==> src/rtl/rnd_pkg.sv <==
package rnd_pkg;

  typedef enum logic [1:0] {
    RM_NEAREST = 2'b00,
    RM_ZERO    = 2'b01,
    RM_POS     = 2'b10,
    RM_NEG     = 2'b11
  } round_mode_e;

  localparam int EXTRA_BITS = 2;

endpackage

==> src/rtl/rnd_decide.sv <==
module rnd_decide
  import rnd_pkg::*;
(
  input  round_mode_e mode,
  input  logic        sign,
  input  logic        guard,
  input  logic        rbit,
  input  logic        sticky,
  input  logic        lsb,
  output logic        inc,
  output logic        inexact
);

  logic below_half;
  logic tie;

  // Any discarded weight makes the result inexact.
  assign inexact    = guard | rbit | sticky;
  assign below_half = rbit | sticky;
  assign tie        = guard & ~below_half;

  always_comb begin
    inc = 1'b0;
    unique case (mode)
      RM_NEAREST: inc = guard & (below_half | (tie & lsb));
      RM_ZERO:    inc = 1'b0;
      RM_POS:     inc = inexact & ~sign;
      RM_NEG:     inc = inexact & sign;
      default:    inc = 1'b0;
    endcase
  end

endmodule

==> src/rtl/rnd_ovf_policy.sv <==
module rnd_ovf_policy
  import rnd_pkg::*;
(
  input  round_mode_e mode,
  input  logic        sign,
  output logic        to_inf
);

  always_comb begin
    to_inf = 1'b1;
    unique case (mode)
      RM_NEAREST: to_inf = 1'b1;
      RM_ZERO:    to_inf = 1'b0;
      RM_POS:     to_inf = ~sign;
      RM_NEG:     to_inf = sign;
      default:    to_inf = 1'b1;
    endcase
  end

endmodule

==> src/rtl/rnd_incr.sv <==
module rnd_incr #(
  parameter int W = 24
) (
  input  logic [W-1:0] a,
  input  logic         cin,
  output logic [W-1:0] sum,
  output logic         cout
);

  logic [W:0] c;

  assign c[0] = cin;

  // Half-adder chain: the increment only ever adds a single LSB.
  for (genvar i = 0; i < W; i++) begin : g_ha
    assign sum[i] = a[i] ^ c[i];
    assign c[i+1] = a[i] & c[i];
  end

  assign cout = c[W];

endmodule

==> src/rtl/mant_rounder.sv <==
module mant_rounder
  import rnd_pkg::*;
#(
  parameter int MANT_W = 24
) (
  input  logic              clk,
  input  logic              rst,
  input  logic              sign_i,
  input  logic [1:0]        mode_i,
  input  logic [MANT_W+1:0] mant_i,
  input  logic              sticky_i,
  output logic [MANT_W-1:0] mant_o,
  output logic              carry_o,
  output logic              rounded_up_o,
  output logic              inexact_o,
  output logic              ovf_inf_o
);

  localparam int IN_W = MANT_W + EXTRA_BITS;

  round_mode_e       mode;
  logic [MANT_W-1:0] trunc;
  logic              guard;
  logic              rbit;
  logic              inc;
  logic              inexact;
  logic              to_inf;
  logic [MANT_W-1:0] sum;
  logic              cout;

  assign mode  = round_mode_e'(mode_i);
  assign trunc = mant_i[IN_W-1:EXTRA_BITS];
  assign guard = mant_i[1];
  assign rbit  = mant_i[0];

  rnd_decide u_decide (
    .mode    (mode),
    .sign    (sign_i),
    .guard   (guard),
    .rbit    (rbit),
    .sticky  (sticky_i),
    .lsb     (trunc[0]),
    .inc     (inc),
    .inexact (inexact)
  );

  rnd_ovf_policy u_ovf (
    .mode   (mode),
    .sign   (sign_i),
    .to_inf (to_inf)
  );

  rnd_incr #(.W(MANT_W)) u_incr (
    .a    (trunc),
    .cin  (inc),
    .sum  (sum),
    .cout (cout)
  );

  always_ff @(posedge clk) begin
    if (rst) begin
      mant_o       <= '0;
      carry_o      <= 1'b0;
      rounded_up_o <= 1'b0;
      inexact_o    <= 1'b0;
      ovf_inf_o    <= 1'b0;
    end else begin
      mant_o       <= sum;
      carry_o      <= cout;
      rounded_up_o <= inc;
      inexact_o    <= inexact;
      ovf_inf_o    <= to_inf;
    end
  end

endmodule

==> config.mk <==
export PLATFORM = sky130hd
export DESIGN_NAME = mant_rounder
export DESIGN_NICKNAME = d
export VERILOG_FILES = /design/src/rtl/rnd_pkg.sv /design/src/rtl/rnd_decide.sv /design/src/rtl/rnd_ovf_policy.sv /design/src/rtl/rnd_incr.sv /design/src/rtl/mant_rounder.sv
export SDC_FILE = /design/constraint.sdc
export NUM_CORES = 1
export LEC_CHECK = 0
export BUFFER_PORTS_ARGS = -buffer_cell sky130_fd_sc_hd__clkbuf_2
export CORE_ASPECT_RATIO = 0.7
export CORE_MARGIN = 2
export CORE_UTILIZATION = 43
export CTS_CLUSTER_SIZE = 14
export DETAILED_ROUTE_END_ITERATION = 10
export PLACE_DENSITY = 0.79
export SLEW_MARGIN = 20
export SYNTH_ARGS = -nofsm -noshare
export SYNTH_HDL_FRONTEND = slang
export SYNTH_SLANG_ARGS = --single-unit
==> constraint.sdc <==
create_clock -name clk -period 8.2 [get_ports clk]
set_input_delay 1.64 -clock clk [delete_from_list [all_inputs] [get_ports clk]]
set_output_delay 1.64 -clock clk [all_outputs]
set_load 0.005 [all_outputs]
==> flow_metrics.env <==
export IMPL_antenna_left=0
export IMPL_grt_pass1_wl_um=3210
export IMPL_cts_sinks=28
export IMPL_h_tree_depth=1
export IMPL_yosys_area_top_type_share_pct=50.2
export IMPL_routedWlPerCell_um=10.8
export IMPL_cp_common_cell="ha_1"
export IMPL_slew_limit_headroom_pct=63.5
export IMPL_startpoint_type="primary input"
export IMPL_cts_reportedPaths_clkPinSlew_ns=0.09
export IMPL_place_hpwl_um=1660
export IMPL_p_leak_nw=0.815
export IMPL_start_util_pct=45.4
export IMPL_vias=832
export IMPL_period_minus_slack_ns=6.78
export IMPL_rows=15
export IMPL_finalCritPeriodShare_pct=82.7
export IMPL_crit_buf_inv=1
export IMPL_core_area_mm2=0.00246
export IMPL_vias_per_cell=4.45
export IMPL_drv_cap=0
export IMPL_synthTopCellsByArea="dfxtp_1 50%, ha_1 27%, nor2b_1 14%, a32o_1 1.8%, nor2_1 1.3%"
export IMPL_synth_largest_area_cell="dfxtp_1"
export IMPL_placedCellCount=183
export IMPL_post_cts_buffers=0
export IMPL_ir_drop_uv=92.5
export IMPL_m1WireLength_um=762
export IMPL_crit_family="adder cells"
export IMPL_crit_arrival_ns=6.93
export IMPL_crit_fanout=2
export IMPL_die_w_um=64.9
export IMPL_dr_wl_met2_um=1020
export IMPL_stdcell_count=187
export IMPL_synth_nets=149
export IMPL_yosysWarnings=0
export IMPL_hold_class="in2reg"
export IMPL_place_congestion=0.684
export IMPL_ys_ff_latch=28
export IMPL_worst_setup_path_type="in2reg"
export IMPL_highest_layer="met4"
export IMPL_drc=0
export IMPL_first_global_vias=761
export IMPL_critPathSlowestCell="or3_4"
export IMPL_cp_required_ns=8.34
export IMPL_cts_root_buffer="clkbuf_8"
export IMPL_syn_avg_cell_area_um2=12.0
export IMPL_final_nets=210
export IMPL_final_util_pct=60.8
export IMPL_cts_buffers=3
export IMPL_drtIter0Drc=7
export IMPL_totalNegativeSetupSlack_ns=0
export IMPL_dr_wl_met3_um=198
export IMPL_rsz0062_at_grt="no"
export IMPL_critPathCaptureType="flop"
export IMPL_dieArea_mm2=0.00303
export IMPL_hold_buffers=0
export IMPL_fillers=215
export IMPL_antenna_found_initial=0
export IMPL_tritoncts="built"
export IMPL_netlist_instances=93
export IMPL_status="complete, no violations"
export IMPL_grt_max_degree=30
export IMPL_die_h_um=46.6
export IMPL_report_final_setup_viol=0
export IMPL_tightest_slew_ns=0.547
export IMPL_power_density_mw_per_mm2=173
export IMPL_portBuffers=59
export IMPL_clockBufferDepth=2
export IMPL_syn_to_final_growth_pct=34.0
export IMPL_hold_viol_final=0
export IMPL_grt_overflow=0
export IMPL_detail_route_wirelength_um=2020
export IMPL_final_area_mm2=0.00150
export IMPL_place_area_mm2=0.00144
export IMPL_max_stage_delay_ns=0.38
export IMPL_yosys_cell_types_count=14
export IMPL_ys_seq_area_share_pct=50.2
export IMPL_drive_gt1_share_pct=41.8
export IMPL_slew_violations=0
export IMPL_grtUsageTotal_pct=14.9
export IMPL_syn_area_mm2=0.00112
export IMPL_antenna_cells=0
export IMPL_cts_resized=0
export IMPL_max_freq_mhz=147
export IMPL_pin_count=60
export IMPL_firstDrtPassIters=2
[metrics by stage]
| stage | hold slack (ns) | worst slack, ns | power, mW |
|---|---|---|---|
| after floorplan | 1.77 | 1.52 | 0.162 |
| after global placement | 1.89 | 1.18 | 0.179 |
| after detailed placement | 1.92 | 1.09 | 0.180 |
| after CTS | 1.63 | 1.38 | 0.264 |
| after global routing | 1.66 | 1.09 | 0.273 |
| final | 1.63 | 1.42 | 0.259 |
[where the power goes]
group / switching [mW] / internal, mW / total, mW
Sequential: 0.00214 / 0.144 / 0.146
Combinational: 0.0134 / 0.0173 / 0.0306
Clock: 0.0398 / 0.0429 / 0.0827
Total: 0.0552 / 0.204 / 0.259
[state kept, by name, indices dropped and copies added, names as in the netlist]
| signal | count |
|---|---|
| carry_o | 1 |
| inexact_o | 1 |
| rounded_up_o | 1 |
| mant_o | 24 |
| ovf_inf_o | 1 |
[placed cells by master, fill, tap and decap left out, drive strengths merged]
master / count
nor3: 1
dfxtp: 28
nor2b: 25
or3: 1
xor2: 1
a32o: 2
nor4b: 1
ha: 24
inv: 1
nand2: 1
xnor2: 1
nor2: 4
clkbuf: 63
[kinds of logic (layout without fill, tap and decap cells)]
kind of cell | after synthesis | count (layout) | synth area share, %
adders and majority gates | 24 | 24 | 26.9
AOI/OAI and AO/OA | 2 | 2 | 1.79
DFF | 28 | 28 | 50.2
and+or+nand+nor | 33 | 33 | 17.9
xor gates and xnor gates | 2 | 2 | 1.57
buffers and inverters | 4 | 64 | 1.57
[worst min-delay path, delay by kind of cell]
family,cells,cell delay (ns)
buffers and inverters,1,0.09
and+or+nand+nor,2,0.14
[per-layer routing]
layer	track usage, %	vias to the layer above
met1	14.3	360
met4	6.38	0
li1	-	431
met3	6.85	4
met2	28.2	37
met5	0	-
[synthesized netlist by cell type (all sizes together)]
cell,instances
or3,1
clkbuf,1
xnor2,1
nand2,1
buf,2
nor2,4
nor4b,1
dfxtp,28
nor2b,25
a32o,2
ha,24
xor2,1
inv,1
nor3,1
[path summary, 6_finish.rpt]
check | startpoint | endpoint | slack, ns | cells after the start
worst max-delay path | mant_i[0] | mant_o[23] | 1.42 | 28
worst min-delay path | sticky_i | inexact_o | 1.63 | 3
[layout make-up]
cell class / instances / area (um^2) / share of cell area (%)
inverter: 1 / 3.75 / 0.251
tap: 34 / 42.5 / 2.85
clock buffer: 4 / 55.1 / 3.68
multi-input combinational: 61 / 538 / 36.0
sequential: 28 / 561 / 37.5
timing repair buffer: 59 / 295 / 19.7
(Power assumes the default switching activity.)
